$ cat config.mk
export PLATFORM = sky130hd
export DESIGN_NAME = uart_irq_combiner
export DESIGN_NICKNAME = d
export VERILOG_FILES = /design/src/rtl/uart_irq_pkg.sv /design/src/rtl/uart_irq_tx_level.sv /design/src/rtl/uart_irq_src_bank.sv /design/src/rtl/uart_irq_pend_unit.sv /design/src/rtl/uart_irq_combiner.sv
export SDC_FILE = /design/constraint.sdc
export NUM_CORES = 1
export LEC_CHECK = 0
export BUFFER_PORTS_ARGS = -buffer_cell sky130_fd_sc_hd__buf_2
export CAP_MARGIN = 10
export CORE_MARGIN = 1.5
export CORE_UTILIZATION = 46
export DETAILED_ROUTE_END_ITERATION = 10
export GPL_TIMING_DRIVEN = 0
export HOLD_SLACK_MARGIN = 0.05
export PLACE_DENSITY = 0.83
export SLEW_MARGIN = 20
export SYNTH_ARGS = -nofsm -noshare
export SYNTH_HDL_FRONTEND = slang
export SYNTH_SLANG_ARGS = --single-unit
$ cat constraint.sdc
create_clock -name clk -period 1.2 [get_ports clk]
set_input_delay 0.06 -clock clk [delete_from_list [all_inputs] [get_ports clk]]
set_output_delay 0.06 -clock clk [all_outputs]
set_load 0.05 [all_outputs]
$ cat src/rtl/uart_irq_pkg.sv
package uart_irq_pkg;

  localparam int NSRC      = 4;
  localparam int SRC_RX    = 0;
  localparam int SRC_ERR   = 1;
  localparam int SRC_TX    = 2;
  localparam int SRC_MODEM = 3;

  typedef enum logic [1:0] {
    SEL_SRC  = 2'd0,
    SEL_PEND = 2'd1,
    SEL_MASK = 2'd2,
    SEL_NONE = 2'd3
  } reg_sel_e;

  // Scaling of the transmit trigger field per channel number
  function automatic int unsigned trig_mult(input int unsigned chan);
    case (chan)
      0:       return 32;
      1, 4:    return 8;
      2, 3:    return 2;
      default: return 0;
    endcase
  endfunction

endpackage

$ cat src/rtl/uart_irq_tx_level.sv
module uart_irq_tx_level #(
  parameter int unsigned CHAN   = 1,
  parameter int          CNT_W  = 8,
  parameter int          TRIG_W = 3
) (
  input  logic              fifo_en_i,
  input  logic [TRIG_W-1:0] trig_i,
  input  logic [CNT_W-1:0]  count_i,
  output logic              tx_req_o
);
  import uart_irq_pkg::*;

  localparam int unsigned MULT  = trig_mult(CHAN);
  localparam int          LVL_W = TRIG_W + 6;
  localparam int          CMP_W = ((CNT_W > LVL_W) ? CNT_W : LVL_W) + 1;

  logic [CMP_W-1:0] level_w;
  logic [CMP_W-1:0] count_w;

  always_comb begin
    level_w  = CMP_W'(trig_i) * CMP_W'(MULT);
    count_w  = CMP_W'(count_i);
    tx_req_o = fifo_en_i && (count_w <= level_w);
  end

endmodule

$ cat src/rtl/uart_irq_src_bank.sv
module uart_irq_src_bank #(
  parameter int NSRC = 4
) (
  input  logic            clk,
  input  logic            rst_n,
  input  logic [NSRC-1:0] set_i,
  input  logic [NSRC-1:0] clr_i,
  output logic [NSRC-1:0] src_nxt_o,
  output logic [NSRC-1:0] src_q_o
);

  for (genvar b = 0; b < NSRC; b++) begin : g_bit
    logic bit_q;
    logic en_w;
    logic d_w;

    // set has priority over clear
    always_comb begin
      en_w = set_i[b] | clr_i[b];
      d_w  = set_i[b];
    end

    always_ff @(posedge clk or negedge rst_n) begin
      if (!rst_n) begin
        bit_q <= 1'b0;
      end else if (en_w) begin
        bit_q <= d_w;
      end
    end

    assign src_nxt_o[b] = en_w ? d_w : bit_q;
    assign src_q_o[b]   = bit_q;
  end

endmodule

$ cat src/rtl/uart_irq_pend_unit.sv
module uart_irq_pend_unit #(
  parameter int NSRC = 4
) (
  input  logic            clk,
  input  logic            rst_n,
  input  logic [NSRC-1:0] src_nxt_i,
  input  logic            mask_we_i,
  input  logic [NSRC-1:0] mask_wd_i,
  output logic [NSRC-1:0] mask_q_o,
  output logic [NSRC-1:0] pend_q_o,
  output logic            irq_q_o
);

  logic [NSRC-1:0] mask_nxt;
  logic [NSRC-1:0] pend_nxt;
  logic            irq_nxt;

  always_comb begin
    mask_nxt = mask_we_i ? mask_wd_i : mask_q_o;
    pend_nxt = src_nxt_i & ~mask_nxt;
    irq_nxt  = |pend_nxt;
  end

  always_ff @(posedge clk or negedge rst_n) begin
    if (!rst_n) begin
      mask_q_o <= '0;
    end else if (mask_we_i) begin
      mask_q_o <= mask_nxt;
    end
  end

  always_ff @(posedge clk or negedge rst_n) begin
    if (!rst_n) begin
      pend_q_o <= '0;
      irq_q_o  <= 1'b0;
    end else begin
      pend_q_o <= pend_nxt;
      irq_q_o  <= irq_nxt;
    end
  end

endmodule

$ cat src/rtl/uart_irq_combiner.sv
module uart_irq_combiner #(
  parameter int unsigned CHAN   = 1,
  parameter int          CNT_W  = 8,
  parameter int          TRIG_W = 3
) (
  input  logic              clk,
  input  logic              rst_n,
  input  logic              rx_set_i,
  input  logic              err_set_i,
  input  logic              tx_set_i,
  input  logic              modem_set_i,
  input  logic              fifo_en_i,
  input  logic [TRIG_W-1:0] trig_i,
  input  logic [CNT_W-1:0]  tx_count_i,
  input  logic              wr_en_i,
  input  logic [1:0]        wr_sel_i,
  input  logic [3:0]        wr_data_i,
  input  logic [1:0]        rd_sel_i,
  output logic [3:0]        rd_data_o,
  output logic              irq_o
);
  import uart_irq_pkg::*;

  logic            tx_req;
  logic [NSRC-1:0] set_vec;
  logic [NSRC-1:0] clr_vec;
  logic [NSRC-1:0] src_nxt;
  logic [NSRC-1:0] src_q;
  logic [NSRC-1:0] mask_q;
  logic [NSRC-1:0] pend_q;
  logic            mask_we;
  reg_sel_e        wsel;
  reg_sel_e        rsel;

  uart_irq_tx_level #(
    .CHAN   (CHAN),
    .CNT_W  (CNT_W),
    .TRIG_W (TRIG_W)
  ) tx_level_i (
    .fifo_en_i (fifo_en_i),
    .trig_i    (trig_i),
    .count_i   (tx_count_i),
    .tx_req_o  (tx_req)
  );

  always_comb begin
    wsel                = reg_sel_e'(wr_sel_i);
    rsel                = reg_sel_e'(rd_sel_i);
    set_vec             = '0;
    set_vec[SRC_RX]     = rx_set_i;
    set_vec[SRC_ERR]    = err_set_i;
    set_vec[SRC_TX]     = tx_set_i | tx_req;
    set_vec[SRC_MODEM]  = modem_set_i;
    clr_vec             = '0;
    if (wr_en_i && (wsel == SEL_SRC || wsel == SEL_PEND)) begin
      clr_vec = wr_data_i;
    end
    mask_we = wr_en_i && (wsel == SEL_MASK);
  end

  uart_irq_src_bank #(
    .NSRC (NSRC)
  ) src_bank_i (
    .clk       (clk),
    .rst_n     (rst_n),
    .set_i     (set_vec),
    .clr_i     (clr_vec),
    .src_nxt_o (src_nxt),
    .src_q_o   (src_q)
  );

  uart_irq_pend_unit #(
    .NSRC (NSRC)
  ) pend_unit_i (
    .clk       (clk),
    .rst_n     (rst_n),
    .src_nxt_i (src_nxt),
    .mask_we_i (mask_we),
    .mask_wd_i (wr_data_i),
    .mask_q_o  (mask_q),
    .pend_q_o  (pend_q),
    .irq_q_o   (irq_o)
  );

  always_comb begin
    case (rsel)
      SEL_SRC:  rd_data_o = src_q;
      SEL_PEND: rd_data_o = pend_q;
      SEL_MASK: rd_data_o = mask_q;
      default:  rd_data_o = '0;
    endcase
  end

endmodule

* Word-level counts from Yosys, hierarchy flattened
Cells that the tools add are included.
** Cells by class
- Mux-type cells :: 7
- Reductions and logical operators :: 7
- Bitwise logic cells :: 7
- Magnitude comparators :: 1
- Eq/ne operators :: 4
** Operators with widths (number)
- $pmux 4 s3 :: 1
- $le 8x6->1 :: 1
- $mux 4 :: 2
- $or 1x1->1 :: 5
- $and 4x4->4 :: 1
- $eq 2x1->1 const B :: 2
- $eq 2x2->1 const B :: 2
- $logic_not 2->1 :: 2
- $mux 1 :: 4
- $not 4->4 :: 1
- $reduce_or 4->1 :: 1
- $logic_and 1x1->1 :: 3
- $logic_or 1x1->1 :: 1
** Storage, ports and cells
- Input port bits :: 27
- Word-level logic and storage cells :: 33
- Register bits after elaboration :: 13
- Output and inout bits :: 5

* Longest topological paths before layout
Gate-level depths: netlist of run 1.
- Depth in word-level cells :: 8
- Gate-level depth with buffers :: 6
- Depth with buffers taken out :: 6

* Hierarchy
Synthesis of run 1 repeated with hierarchy kept, for this count alone.
** Second synthesis, totals
- Cells, all modules :: 69
- Area, all modules :: 749.5 um2
** Modules (own cells, without submodules)
- uart_irq_pend_unit :: seq. area each 225.2 um2, cells an instance 23, area each 330.3 um2, instances 1
- uart_irq_src_bank :: seq. area each 100.1 um2, cells an instance 16, area each 175.2 um2, instances 1
- uart_irq_combiner :: seq. area each 0.0 um2, cells an instance 17, area each 146.4 um2, instances 1
- uart_irq_tx_level :: seq. area each 0.0 um2, cells an instance 13, area each 97.6 um2, instances 1

* Worst setup path before layout of run 1
OpenSTA, ideal clock, no wires.
- Path kind :: reg2out
- Start point :: register src_bank_i.g_bit[3].bit_q
- End point :: output port rd_data_o[3]
- Buffers on the path :: 0
- Stages on the path, launching flop included :: 3
- Arrival time :: 1.500 ns
- Data required time :: 1.140 ns
- Setup slack :: -0.360 ns
- Path through :: dfrtp_1 -> mux2i_1 -> o21ai_0
** On the way
- Longest elaborated chain between the ends :: 1
** RTL lines
- start: declaration :: line uart_irq_src_bank.sv:13 : logic bit_q;
- start signal: assignment :: line uart_irq_src_bank.sv:27 : bit_q <= d_w;
- $pmux 4 s3 :: line uart_irq_combiner.sv:86 : case (rsel)
- end: declaration :: line uart_irq_combiner.sv:19 : output logic [3:0] rd_data_o,
No other way between the ends.

* Worst setup path after layout of run 1
- Start point :: register src_bank_i.g_bit[2].bit_q
- End point :: output port rd_data_o[2]
** On the way
- Longest elaborated chain between the ends :: 1
** RTL lines (line)
- start: declaration :: uart_irq_src_bank.sv:13
- start signal: assignment :: uart_irq_src_bank.sv:27
- $pmux 4 s3 :: uart_irq_combiner.sv:86
No other way between the ends.

==> results of run 1 <==
## registers in the layout, indices dropped and copies added, names as in the netlist
name                    flops
src_bank_i.g_bit.bit_q      4
pend_unit_i.irq_q_o         1
pend_unit_i.pend_q_o        4
pend_unit_i.mask_q_o        4
## metal layers
metal	vias up	track usage
li1	363	-
met4	0	0.0909
met3	4	0.0122
met1	331	0.244
met2	21	0.304
met5	-	0
## through the flow
| stage | instances | hold slack (ns) | setup slack (ns) |
|---|---|---|---|
| 6_report | 137 | 0.0675 | 0.0575 |
| 5_1_grt | 137 | 0.0705 | -0.0113 |
| 4_1_cts | 135 | 0.0682 | 0.00229 |
| 3_5_place_dp | 125 | -0.0427 | -0.0343 |
| 3_3_place_gp | 125 | -0.0501 | 0.00330 |
| 2_1_floorplan | 79 | -0.236 | 0.0168 |
## cell families (layout without fill, tap and decap cells)
group,after synthesis,after routing,synth area share
compound gates,20,20,0.198
fa+ha+maj,3,3,0.0475
buf+inv,7,49,0.0332
flops,13,13,0.411
mux,7,7,0.0981
simple gates,29,29,0.212
## synthesized netlist by cell type, types with 2 or more instances
| cell type | number | area share |
|---|---|---|
| dfrtp_1 | 13 | 0.41 |
| nor2_1 | 5 | 0.024 |
| and2_1 | 2 | 0.016 |
| ha_1 | 3 | 0.047 |
| a21o_1 | 4 | 0.038 |
| a21oi_1 | 3 | 0.019 |
| inv_1 | 6 | 0.028 |
| nand2b_1 | 2 | 0.016 |
| mux2i_1 | 4 | 0.051 |
| mux2_2 | 2 | 0.028 |
| nor3b_1 | 2 | 0.019 |
| nand2_1 | 10 | 0.047 |
| o21ai_0 | 7 | 0.044 |
## cell type report
type	instances	area share
Multi-Input combinational cell	59	0.411
Sequential cell	13	0.297
Timing Repair Buffer	38	0.225
Clock buffer	3	0.0205
Inverter	6	0.0205
Tap cell	16	0.0183
Clock inverter	1	0.00457
Buffer	1	0.00342
## timing repair
action                                  CTS  global route
resized for setup                         2             9
endpoints found under the setup margin    2             5
hold buffers                              6             0
pin swaps                                 0             1
hold endpoints to repair                 18             0
buffers inserted                          0             2
## how the worst max path moves through the flow
stage                              startpoint  slack [ns]  cells after the start                   to
finish              src_bank_i.g_bit[2].bit_q        0.06                      3         rd_data_o[2]
global route        src_bank_i.g_bit[3].bit_q       -0.01                      3         rd_data_o[3]
CTS                 src_bank_i.g_bit[3].bit_q       0.002                      3         rd_data_o[3]
global placement                    trig_i[2]       0.003                      7  pend_unit_i.irq_q_o
floorplan           src_bank_i.g_bit[3].bit_q        0.02                      2         rd_data_o[3]
detailed placement                  trig_i[2]       -0.03                      7  pend_unit_i.irq_q_o
## power by group through the flow
stage                     Clock, W  Combinational, W  Sequential [W]
after floorplan                  0          0.000240        0.000538
after global placement           0          0.000339        0.000539
after detailed placement         0          0.000352        0.000540
after CTS                 0.000270          0.000373        0.000532
after global routing      0.000296          0.000440        0.000537
final                     0.000269          0.000402        0.000531
==> flow_metrics.tcl, run 1 <==
set metrics [dict create \
    tritoncts "done" \
    gp_congestion 0.807 \
    hold_class "in2reg" \
    syn_to_final_growth_pct 38.6 \
    drive_gt1_frac 0.380 \
    synth_edf_count 0 \
    status "finished clean" \
    final_core_util 0.703 \
    crit_path_cell_trace "mux2i_1 -> o21ai_1 -> clkbuf_4" \
    hold_viol_final 0 \
    max_cap_viol_count 0 \
    cts_buffers 3 \
    dr.first_iter.drc_count 17 \
    path_buf_inv 1 \
    highest_layer "met4" \
    grt_usage 0.185 \
    relSlewSlack 0.649 \
    coreArea_mm2 0.00156 \
    whs_endpoint "pend_unit_i.mask_q_o[2]" \
    clkPwrFrac 0.224 \
    vias 719 \
    yosysSeqAreaShare 0.411 \
    start_util 0.507 \
    cts-root-buf "clkbuf_4" \
    syn_inst 79 \
    fin_nets 152 \
    ctsLongestPathBuffers 2 \
    wirelength_um 1670 \
    insertion_delay_ns 0.28 \
    rsz0062_at_grt "yes" \
    reg2reg_depth 4 \
    grt_pass1_wl_um 2700 \
    dr_wl_met3_um 51 \
    syn_area_per_cell_um2 10.0 \
    rr_endpoint "pend_unit_i.irq_q_o" \
    h-tree-depth 1 \
    ys_seq_elements 13 \
    hold_start "wr_data_i[2]" \
    grt-ovfl-total 0 \
    ant_nets 0 \
    die_area_mm2 0.00198 \
    finalSetupTns_ns 0 \
    crit_type "reg2out" \
    async_reset_ff_frac 1.00 \
    grt_max_degree 14 \
    num-fill-cells 128 \
    seq_area_um2 325 \
    critPathSlowestCell "dfrtp_1" \
    ir_worst_vdd_v 0.000747 \
    grt_pass1_vias 677 \
    crit_path_max_incr_delay_ns 0.39 \
    die_h_um 44.5 \
    synth_area_um2 791 \
    rows 14 \
    fin_crit_sh 0.952 \
    die_x_um 44.5 \
    firstDrtPassIters 6 \
    ys_warn_count 0 \
    cts.clk_slew.worst_paths_ns 0.08 \
    p_int_w 0.000812 \
    met2WireLength_um 850 \
    netSwitchingPower_w 0.000390 \
    yosys_most_used_dff "dfrtp_1" \
    met1_length_um 737 \
    post_dp_cell_area_um2 961 \
    p_leak_nw 0.528 \
    clkSinkCount 13 \
    worstPathRequired_ns 1.14 \
    final_common_cell "buf_2" \
    crit_family "flip-flops" \
    ff2ff_setup_slack_ns 0.09 \
    comb_power_share 0.335 \
    cp-end-kind "output pin" \
    routedWlPerCell_um 12.2 \
    multi_input_area_um2 450 \
    route.detailed.drc 0 \
    finalInstanceArea_mm2 0.00110 \
    antenna_found_initial 0 \
    drv_slew 0 \
    power_w 0.00120 \
    mostFrequentLayoutCells "26 x buf_2, 13 x dfrtp_1, 10 x nand2_1" \
    arrival_ns 1.08 \
    io_buffer_count 30 \
    syn_nets 109 \
    p_seq_frac 0.442 \
    fin_skew_ns 0.00549 \
    ios 32 \
    max_freq_mhz 875 \
    fin_crit_ns 1.14 \
    switching_share 0.324 \
    synth.distinct_cells 29 \
    vias_per_cell 5.25 \
    antenna_cells 0 \
    dp_hpwl_um 1290 \
    r2r-start "src_bank_i.g_bit[2].bit_q" \
    whs_path_depth 2 \
    powerDensity_mw_per_mm2 1100 \
    setup.worst_path.start_class "register" \
    setup_viol 0 \
    crit_fanout 2 \
    worstMarginPinSlew_ns 0.522 \
]
Power figures use the tool's default switching activity.
==> run 2, diff against run 1 <==
- CELL_PAD_IN_SITES_DETAIL_PLACEMENT: unset -> 0
- CELL_PAD_IN_SITES_GLOBAL_PLACEMENT: unset -> 1
- CORE_UTILIZATION: 46 -> 34
==> flow_metrics.tcl, run 2 (synthesized netlist as in run 1, its figures left out) <==
set metrics [dict create \
    reg2reg_depth 4 \
    ctsLongestPathBuffers 2 \
    mostFrequentLayoutCells "26 x buf_2, 13 x dfrtp_1, 10 x nand2_1" \
    vias 703 \
    hold_viol_final 0 \
    powerDensity_mw_per_mm2 1070 \
    max_freq_mhz 878 \
    holdWs_ns 0.0809 \
    routedWlPerCell_um 10.8 \
    tritoncts "done" \
    grt_max_degree 14 \
    crit_path_max_incr_delay_ns 0.35 \
    final_common_cell "buf_2" \
    insertion_delay_ns 0.28 \
    ios 32 \
    critPathSlowestCell "dfrtp_1" \
    rr_endpoint "pend_unit_i.irq_q_o" \
    r2r-start "src_bank_i.g_bit[2].bit_q" \
    rsz0062_at_grt "yes" \
    grt_usage 0.140 \
    fin_crit_sh 0.949 \
    wirelength_um 1620 \
    path_buf_inv 1 \
    start_util 0.357 \
    die_h_um 51.2 \
    rows 17 \
    syn_to_final_growth_pct 41.9 \
    stdcell_count 150 \
    setup_slack_ns 0.0608 \
    final_core_util 0.507 \
    worstMarginPinSlew_ns 0.429 \
    crit_path_cell_trace "mux2i_1 -> o21ai_1 -> buf_6" \
    coreArea_mm2 0.00221 \
    vias_per_cell 4.69 \
    drv_slew 0 \
    die_area_mm2 0.00262 \
    die_x_um 51.2 \
    grt_pass1_vias 651 \
    whs_endpoint "pend_unit_i.mask_q_o[2]" \
    arrival_ns 1.08 \
    cp-end-kind "output pin" \
    fin_crit_ns 1.14 \
    cts.clk_slew.worst_paths_ns 0.08 \
    setup.worst_path.start_class "register" \
    hold_start "wr_data_i[2]" \
    ff2ff_setup_slack_ns 0.11 \
    route.detailed.drc 0 \
    drive_gt1_frac 0.393 \
    fin_skew_ns 0.0113 \
    firstDrtPassIters 3 \
    crit_family "flip-flops" \
    cts_buffers 3 \
    status "finished clean" \
    max_cap_viol_count 0 \
    p_leak_nw 0.534 \
    hold_class "in2reg" \
    h-tree-depth 1 \
    gp_congestion 0.706 \
    fin_nets 153 \
    dr.first_iter.drc_count 4 \
    ir_worst_vdd_v 0.000618 \
    worstPathRequired_ns 1.14 \
    largestRegisters "pend_unit_i.mask_q_o (4), pend_unit_i.pend_q_o (4), src_bank_i.g_bit.bit_q (4)" \
    crit_type "reg2out" \
    relSlewSlack 0.713 \
    crit_fanout 2 \
    setup_viol 0 \
    cts-root-buf "clkbuf_4" \
    ant_nets 0 \
    antenna_cells 0 \
    antenna_found_initial 0 \
    dp_worst_setup_slack_ns -0.00792 \
    io_buffer_count 30 \
    whs_path_depth 2 \
    grt-ovfl-total 0 \
    grt_pass1_wl_um 2700 \
    dp_hpwl_um 1270 \
    power_w 0.00120 \
    clkSinkCount 13 \
    place_inst 137 \
]
-- run 2: cell count changes in the layout (fill, tap and decap cells not counted), sizes merged --
cell / change
buf: +1
clkbuf: -1
dlymetal6s4s: +1
-- run 2: cell type report --
| type | count | area (um^2) |
|---|---|---|
| fillers | 223 | 1090 |
| multi-input cells | 59 | 449 |
| clock inverters | 1 | 5.00 |
| clock buffers | 3 | 22.5 |
| flip-flops and latches | 13 | 325 |
| well taps | 28 | 35.0 |
| repair buffers | 39 | 259 |
| inverters | 6 | 22.5 |
| plain buffers | 1 | 3.75 |
-- run 2: worst max path at each step --
stage | startpoint | depth (start not counted) | slack [ns] | endpoint
after global placement | wr_sel_i[0] | 5 | 0.003 | pend_unit_i.irq_q_o
after detailed placement | trig_i[2] | 7 | -0.008 | pend_unit_i.irq_q_o
after CTS | src_bank_i.g_bit[2].bit_q | 3 | 0.008 | rd_data_o[2]
after floorplan | src_bank_i.g_bit[3].bit_q | 2 | 0.02 | rd_data_o[3]
final | src_bank_i.g_bit[3].bit_q | 3 | 0.06 | rd_data_o[3]
after global routing | src_bank_i.g_bit[0].bit_q | 3 | -0.05 | rd_data_o[0]
-- run 2: where the power goes --
group	total, W	internal [W]	leakage (nW)	switching [W]
registers	0.000526	0.000497	0.141	0.0000287
logic	0.000403	0.000192	0.375	0.000211
clock network	0.000275	0.000124	0.0177	0.000152
-- run 2: metrics by stage --
step | cell area [um^2] | setup TNS [ns]
2_1_floorplan | 791 | 0
3_3_place_gp | 976 | 0
3_5_place_dp | 976 | -0.00792
4_1_cts | 1080 | 0
5_1_grt | 1120 | -0.0927
6_report | 1120 | 0
-- run 2: metal layers --
layer	GRT usage	up-vias	part of all wire
met5	0	-	0
met4	0.0789	0	0.012
met3	0.0292	2	0.046
met2	0.225	18	0.48
met1	0.172	323	0.46
li1	-	360	-
-- run 2: what timing repair did --
item                                   CTS  global route
pin swaps                                0             3
endpoints found under the hold margin   18             0
setup buffers                            0             2
setup endpoints to repair                2             6
hold buffers                             7             0
resized for setup                        2            12
